## config.mk

```make
export PLATFORM = sky130hd
export DESIGN_NAME = flash_susp_filter
export DESIGN_NICKNAME = d
export VERILOG_FILES = /design/src/rtl/fsf_pkg.sv /design/src/rtl/fsf_decode.sv /design/src/rtl/fsf_legal.sv /design/src/rtl/fsf_sticky.sv /design/src/rtl/flash_susp_filter.sv
export SDC_FILE = /design/constraint.sdc
export NUM_CORES = 1
export LEC_CHECK = 0
export ABC_AREA = 1
export BUFFER_PORTS_ARGS = -buffer_cell sky130_fd_sc_hd__buf_4
export CAP_MARGIN = 10
export CORE_MARGIN = 10
export CORE_UTILIZATION = 35
export CTS_BUF_LIST = sky130_fd_sc_hd__clkbuf_4 sky130_fd_sc_hd__clkbuf_8 sky130_fd_sc_hd__clkbuf_16
export DETAILED_ROUTE_END_ITERATION = 7
export PLACE_DENSITY_LB_ADDON = 0.1
export SYNTH_ARGS = -nofsm -noshare
export SYNTH_HDL_FRONTEND = slang
export SYNTH_HIERARCHICAL = 1
export SYNTH_SLANG_ARGS = --single-unit
```

## constraint.sdc

```tcl
create_clock -name clk -period 2.8 [get_ports clk]
set_clock_uncertainty 0.15 [all_clocks]
set_input_delay 0.14 -clock clk [delete_from_list [all_inputs] [get_ports clk]]
set_output_delay 0.14 -clock clk [all_outputs]
set_load 0.01 [all_outputs]
```

## src/rtl/fsf_pkg.sv

```systemverilog
package fsf_pkg;

   localparam logic [7:0] OP_SUSP   = 8'hB0;
   localparam logic [7:0] OP_RESUME = 8'hD0;
   localparam logic [7:0] OP_CLR    = 8'h50;
   localparam logic [7:0] OP_RDARR  = 8'hFF;
   localparam logic [7:0] OP_RDSTAT = 8'h70;
   localparam logic [7:0] OP_RDSIG  = 8'h90;
   localparam logic [7:0] OP_RDQRY  = 8'h98;
   localparam logic [7:0] OP_PGM1   = 8'h40;
   localparam logic [7:0] OP_PGM2   = 8'h30;
   localparam logic [7:0] OP_PGM4   = 8'h56;
   localparam logic [7:0] OP_PGMPR  = 8'hC0;
   localparam logic [7:0] OP_ERASE  = 8'h20;
   localparam logic [7:0] OP_LOCK   = 8'h60;

   typedef enum logic [2:0] {
      ST_IDLE, ST_PROG, ST_ERASE, ST_PSUSP, ST_ESUSP, ST_ESPROG
   } fsf_state_e;

   typedef enum logic [2:0] {
      CL_BAD, CL_READ, CL_CLR, CL_SUSP, CL_RESUME, CL_PROG, CL_ERASE, CL_LOCK
   } fsf_class_e;

   // sticky flag slots, mapped onto status bits 1, 3, 4, 5
   localparam int unsigned FLG_N   = 4;
   localparam int unsigned FLG_BLK = 0;
   localparam int unsigned FLG_RSV = 1;
   localparam int unsigned FLG_PGM = 2;
   localparam int unsigned FLG_ERS = 3;

endpackage

```

## src/rtl/fsf_decode.sv

```systemverilog
module fsf_decode
   import fsf_pkg::*;
(
   input  logic [7:0] op,
   output fsf_class_e cls
);

   always_comb begin
      case (op)
         OP_RDARR, OP_RDSTAT, OP_RDSIG, OP_RDQRY: cls = CL_READ;
         OP_CLR:                                 cls = CL_CLR;
         OP_SUSP:                                cls = CL_SUSP;
         OP_RESUME:                              cls = CL_RESUME;
         OP_PGM1, OP_PGM2, OP_PGM4, OP_PGMPR:    cls = CL_PROG;
         OP_ERASE:                               cls = CL_ERASE;
         OP_LOCK:                                cls = CL_LOCK;
         default:                                cls = CL_BAD;
      endcase
   end

endmodule

```

## src/rtl/fsf_legal.sv

```systemverilog
module fsf_legal
   import fsf_pkg::*;
#(
   parameter bit ESUSP_LOCK = 1'b1
)(
   input  fsf_state_e state,
   input  fsf_class_e cls,
   input  logic       blk_hit,
   output logic       ok
);

   logic lock_ok;

   generate
      if (ESUSP_LOCK) begin : g_lock_on
         assign lock_ok = 1'b1;
      end else begin : g_lock_off
         assign lock_ok = 1'b0;
      end
   endgenerate

   always_comb begin
      case (state)
         ST_IDLE:
            ok = (cls == CL_READ) || (cls == CL_CLR) || (cls == CL_PROG) ||
                 (cls == CL_ERASE) || (cls == CL_LOCK);
         ST_PROG, ST_ERASE:
            ok = (cls == CL_READ) || (cls == CL_CLR) || (cls == CL_SUSP);
         ST_PSUSP:
            ok = (cls == CL_READ) || (cls == CL_RESUME);
         ST_ESUSP:
            ok = (cls == CL_READ) || (cls == CL_RESUME) ||
                 ((cls == CL_PROG) && !blk_hit) ||
                 ((cls == CL_LOCK) && lock_ok);
         ST_ESPROG:
            ok = (cls == CL_READ) || (cls == CL_CLR);
         default:
            ok = 1'b0;
      endcase
   end

endmodule

```

## src/rtl/fsf_sticky.sv

```systemverilog
module fsf_sticky #(
   parameter int unsigned NB = 4
)(
   input  logic          clk,
   input  logic          rst_n,
   input  logic [NB-1:0] set,
   input  logic          clr,
   output logic [NB-1:0] q
);

   generate
      if (NB < 1) begin : g_bad_nb
         $error("fsf_sticky: NB must be at least 1");
      end
      for (genvar i = 0; i < NB; i++) begin : g_bit
         always_ff @(posedge clk or negedge rst_n) begin
            if (!rst_n)      q[i] <= 1'b0;
            else if (set[i]) q[i] <= 1'b1;
            else if (clr)    q[i] <= 1'b0;
         end

         // a flag holds until a clear arrives
         a_r10_sticky_hold: assert property (@(posedge clk) disable iff (!rst_n)
            q[i] && !clr |=> q[i]);
         // a clear with no competing set empties the flag
         a_r9_clear_empties: assert property (@(posedge clk) disable iff (!rst_n)
            clr && !set[i] |=> !q[i]);
      end
   endgenerate

endmodule

```

## src/rtl/flash_susp_filter.sv

```systemverilog
module flash_susp_filter
   import fsf_pkg::*;
#(
   parameter int unsigned BLK_W      = 4,
   parameter bit          ESUSP_LOCK = 1'b1
)(
   input  logic             clk,
   input  logic             rst_n,
   input  logic             wr_stb,
   input  logic [7:0]       wr_data,
   input  logic [BLK_W-1:0] wr_blk,
   input  logic             rd_stb,
   input  logic [BLK_W-1:0] rd_blk,
   input  logic             ctl_done,
   input  logic             ctl_fail,
   output logic             ctl_start,
   output logic             ctl_erase,
   output logic             ctl_pause,
   output logic             ctl_resume,
   output logic [7:0]       status
);

   localparam int unsigned BLK_MAX = 16;

   generate
      if (BLK_W < 1 || BLK_W > BLK_MAX) begin : g_bad_blk
         $error("flash_susp_filter: BLK_W out of range");
      end
   endgenerate

   fsf_state_e       state, state_nx;
   fsf_class_e       cls;
   logic [BLK_W-1:0] eblk;
   logic             blk_hit, ok, running, done_eff, wr_eval, go, rej, esusp_any;
   logic [FLG_N-1:0] flg_set, flg;

   fsf_decode u_dec (.op(wr_data), .cls(cls));

   fsf_legal #(.ESUSP_LOCK(ESUSP_LOCK)) u_legal (
      .state(state), .cls(cls), .blk_hit(blk_hit), .ok(ok));

   assign blk_hit   = (wr_blk == eblk);
   assign running   = (state == ST_PROG) || (state == ST_ERASE) || (state == ST_ESPROG);
   assign esusp_any = (state == ST_ESUSP) || (state == ST_ESPROG);
   assign done_eff  = ctl_done && running;
   assign wr_eval   = wr_stb && !done_eff;
   assign go        = wr_eval && ok;
   assign rej       = wr_eval && !ok;

   assign ctl_start  = go && ((cls == CL_PROG) || (cls == CL_ERASE));
   assign ctl_erase  = (cls == CL_ERASE);
   assign ctl_pause  = go && (cls == CL_SUSP);
   assign ctl_resume = go && (cls == CL_RESUME);

   always_comb begin
      state_nx = state;
      if (done_eff) begin
         state_nx = (state == ST_ESPROG) ? ST_ESUSP : ST_IDLE;
      end else if (go) begin
         case (state)
            ST_IDLE:
               if (cls == CL_PROG)       state_nx = ST_PROG;
               else if (cls == CL_ERASE) state_nx = ST_ERASE;
            ST_PROG:  if (cls == CL_SUSP)   state_nx = ST_PSUSP;
            ST_ERASE: if (cls == CL_SUSP)   state_nx = ST_ESUSP;
            ST_PSUSP: if (cls == CL_RESUME) state_nx = ST_PROG;
            ST_ESUSP:
               if (cls == CL_RESUME)     state_nx = ST_ERASE;
               else if (cls == CL_PROG)  state_nx = ST_ESPROG;
            default: state_nx = state;
         endcase
      end
   end

   always_ff @(posedge clk or negedge rst_n) begin
      if (!rst_n) begin
         state <= ST_IDLE;
         eblk  <= '0;
      end else begin
         state <= state_nx;
         if (ctl_start && ctl_erase) eblk <= wr_blk;
      end
   end

   always_comb begin
      flg_set          = '0;
      flg_set[FLG_BLK] = (rej && (state == ST_ESUSP) && (cls == CL_PROG) && blk_hit) ||
                         (rd_stb && esusp_any && (rd_blk == eblk));
      flg_set[FLG_RSV] = 1'b0;
      flg_set[FLG_PGM] = rej || (done_eff && ctl_fail && (state != ST_ERASE));
      flg_set[FLG_ERS] = done_eff && ctl_fail && (state == ST_ERASE);
   end

   fsf_sticky #(.NB(FLG_N)) u_flags (
      .clk(clk), .rst_n(rst_n), .set(flg_set),
      .clr(go && (cls == CL_CLR)), .q(flg));

   assign status = {
      (state == ST_IDLE) || (state == ST_PSUSP) || (state == ST_ESUSP),
      esusp_any,
      flg[FLG_ERS],
      flg[FLG_PGM],
      flg[FLG_RSV],
      (state == ST_PSUSP),
      flg[FLG_BLK],
      1'b0 };

   // rejection raises the command-error bit and freezes the state
   a_r7_reject_freezes: assert property (@(posedge clk) disable iff (!rst_n)
      rej |=> status[4] && $stable(state));
   // pause only while the controller is running
   a_r3_pause_when_busy: assert property (@(posedge clk) disable iff (!rst_n)
      ctl_pause |-> !status[7]);
   // resume hands the array back to the controller
   a_r6_resume_busy: assert property (@(posedge clk) disable iff (!rst_n)
      ctl_resume |=> !status[7]);
   // no nested program lands on the paused erase block
   a_r8_no_prog_on_eblk: assert property (@(posedge clk) disable iff (!rst_n)
      ctl_start && (state == ST_ESUSP) |-> (wr_blk != eblk));

endmodule

```

==> reports/metrics.cfg <==
[outcome]
status = finished clean

[detailed_routing]
routed_wl_mm = 3.38
wl_per_cell_um = 11.1
dr.pass1.iters = 4
drt_iter0_markers = 64
ant_nets = 0
via_count = 1420
viasPerCell = 4.66
drc = 0

[worst_setup_path]
max_stage_delay_ns = 0.55
crit_slowest_cell = dlygate4sd3_1
crit_path_start_kind = input pin
crit_fanout = 6
path_class = input pin to output pin
cp_cell_sequence = dlygate4sd3_1 > buf_4 > xnor2_1 > nand2_1 > nor3_1 > inv_1 > nand3_1 > nand3_1 > nand2_1 > nand2_1 > nand2_1 > nand2_1 > nand3_4 > nor2_1 > buf_4
cp_common_cell = nand2_1
required_ns = 2.51
arrival_ns = 2.12
critPathCaptureType = output pin

[timing]
finalSetupTns_ns = 0
whs_ns = 0.0798
hold_violations = 0
rsz0062_at_grt = false
setup_viol = 0
min_period_over_period = 0.860
post-route-min-period_ns = 2.41
max_freq_mhz = 415
setup_slack_ns = 0.391
drv_slew = 0

[pwr]
power-per-cell-area_nw_per_um2 = 220
p_sw_uw = 94.7
seq_power_share = 0.446
p_sw_frac = 0.265
combPwrFrac = 0.226
power.leakage_uw = 0.000919
ir_worst_vdd_mv = 0.117
p_int_uw = 263
power.share.clock = 0.327

[global_routing]
grt_usage = 0.113
antenna_found_initial = 0
grt_max_degree = 12
first_global_vias = 1422
grt_first_pass_wirelength_mm = 6.13
globalRoute.totalOverflow = 0

[clock_network]
cts_hold_buf = 5
cts_tree = done
clk_latency_ns = 0.27
cts_root_buf = clkbuf_4
postCtsSetupRepairBufs = 0
path_clk_slew_ns = 0.07
htree_levels = 1
clockBufferDepth = 2
numClockSinks = 11
cts-buffers-inserted = 3
cts-resized-gates = 0

[synth]
ys_ff_latch = 11
yosysTopAreaCell = nand2_1
netlist-cell-type-count = 30
synth_cells = 218
yosysWarnings = 6
ys_seq_area_frac = 0.219
synth_top_area_frac = 0.221
syn_area_um2 = 1250
synth_area_leaders = nand2_1 (22%), dfrtp_1 (22%), inv_1 (10%)
syn_avg_cell_area_um2 = 5.76

[floorplan]
die_h_um = 79.9
io_pins = 34
start_util = 0.370
dieArea_um2 = 6380
die_x_um = 79.9
rows = 21
core_um2 = 3390

[final_layout]
nets = 282
ff_latch_area_um2 = 275
multi_input_area_um2 = 820
nFillCells = 355
diodes = 0
syn_to_final_growth_pct = 29.8
drive_gt1_frac = 0.220

[flow_run]
drv_cap = 0

[placed_design]
dp_hpwl_mm = 2.82
pre_cts_ws_ns = 0.382
port-buffer-count = 32
gp_congestion = 0.899

[min_path]
hp-class = input pin to async pin

## cell type report
class                      instances  share of cell area
timing repair buffer              38               0.183
clock buffer                       4              0.0184
multi-input combinational        167               0.503
tap                               46              0.0353
sequential                        11               0.169
inverter                          39              0.0914
## layer usage
layer | vias to the layer above | wire [µm] | part of all wire | GRT usage
met2 | 45 | 1420 | 0.42 | 0.179
met4 | 0 | 24 | 0.0071 | 0.0211
met3 | 2 | 271 | 0.080 | 0.0327
li1 | 759 | - | - | -
met1 | 614 | 1660 | 0.49 | 0.147
met5 | - | 0 | 0 | 0
## cells in the mapped netlist (all sizes together)
| master | number |
|---|---|
| nand2 | 81 |
| inv | 39 |
| nor2 | 26 |
| nand3 | 25 |
| dfrtp | 11 |
| a21oi | 6 |
| nor3 | 4 |
| o21ai | 4 |
| xnor2 | 4 |
| nand4 | 3 |
| o211ai | 3 |
| buf | 2 |
| nand3b | 2 |
| xor2 | 2 |
| conb | 1 |
| nor4 | 1 |
| o21bai | 1 |
| o22ai | 1 |
| o31ai | 1 |
| or2 | 1 |
## placed cells by master, fill, tap and decap left out, types with 4 or more instances in the layout
cell / instances
clkbuf_4: 4
nor2_1: 23
inv_1: 35
nand2_2: 5
nand2_1: 74
buf_4: 33
xnor2_1: 4
nand3_1: 23
a21oi_1: 4
nor3_1: 4
dlygate4sd3_1: 5
dfrtp_1: 11
## registers in the layout, summed over array words and instances, names as in the netlist
register and count:
u_flags/q 4, state 3, eblk 4
## power groups by stage
stage / sequential [µW] / clock (µW) / combinational, µW
2_1_floorplan: 163 / 0 / 37.6
3_3_place_gp: 163 / 0 / 76.0
3_5_place_dp: 163 / 0 / 76.0
4_1_cts: 160 / 120 / 81.8
5_1_grt: 160 / 126 / 92.6
6_report: 160 / 117 / 80.9
## worst paths after layout
path	from	endpoint	slack (ns)	cells past startpoint
worst max-delay path	wr_blk[3]	ctl_resume	0.39	15
worst min-delay path	rst_n	eblk[0]$_DFFE_PN0P_	0.08	2
max in group asynchronous	rst_n	state[2]$_DFFE_PN0P_	2.28	2
worst min register to register	u_flags/q[1]$_DFFE_PN0P_	u_flags/q[1]$_DFFE_PN0P_	0.33	2
worst max register to register	eblk[2]$_DFFE_PN0P_	u_flags/q[0]$_DFFE_PN0P_	0.74	14
min in group clk	ctl_fail	u_flags/q[3]$_DFFE_PN0P_	0.08	5
## kinds of logic after synthesis
| group | after synthesis | share of synthesized area |
|---|---|---|
| xor+xnor | 6 | 0.0419 |
| simple gates | 143 | 0.518 |
| buf+inv | 41 | 0.131 |
| compound gates | 16 | 0.0867 |
| flops | 11 | 0.219 |
| other cells | 1 | 0.00299 |
## through the flow
| step | instance area (µm²) | utilization | power [µW] | cells |
|---|---|---|---|---|
| 6_report | 1630 | 0.481 | 358 | 305 |
| 5_1_grt | 1630 | 0.481 | 378 | 305 |
| 4_1_cts | 1630 | 0.481 | 362 | 305 |
| 3_5_place_dp | 1550 | 0.457 | 239 | 296 |
| 3_3_place_gp | 1550 | 0.457 | 239 | 296 |
| 2_1_floorplan | 1260 | - | 200 | 219 |
## critical path, delay by kind of cell
family | cells | cell delay, ns
and+or+nand+nor | 10 | 0.92
xor gates and xnor gates | 1 | 0.12
buffers and inverters | 4 | 0.93
(Power assumes the default switching activity.)
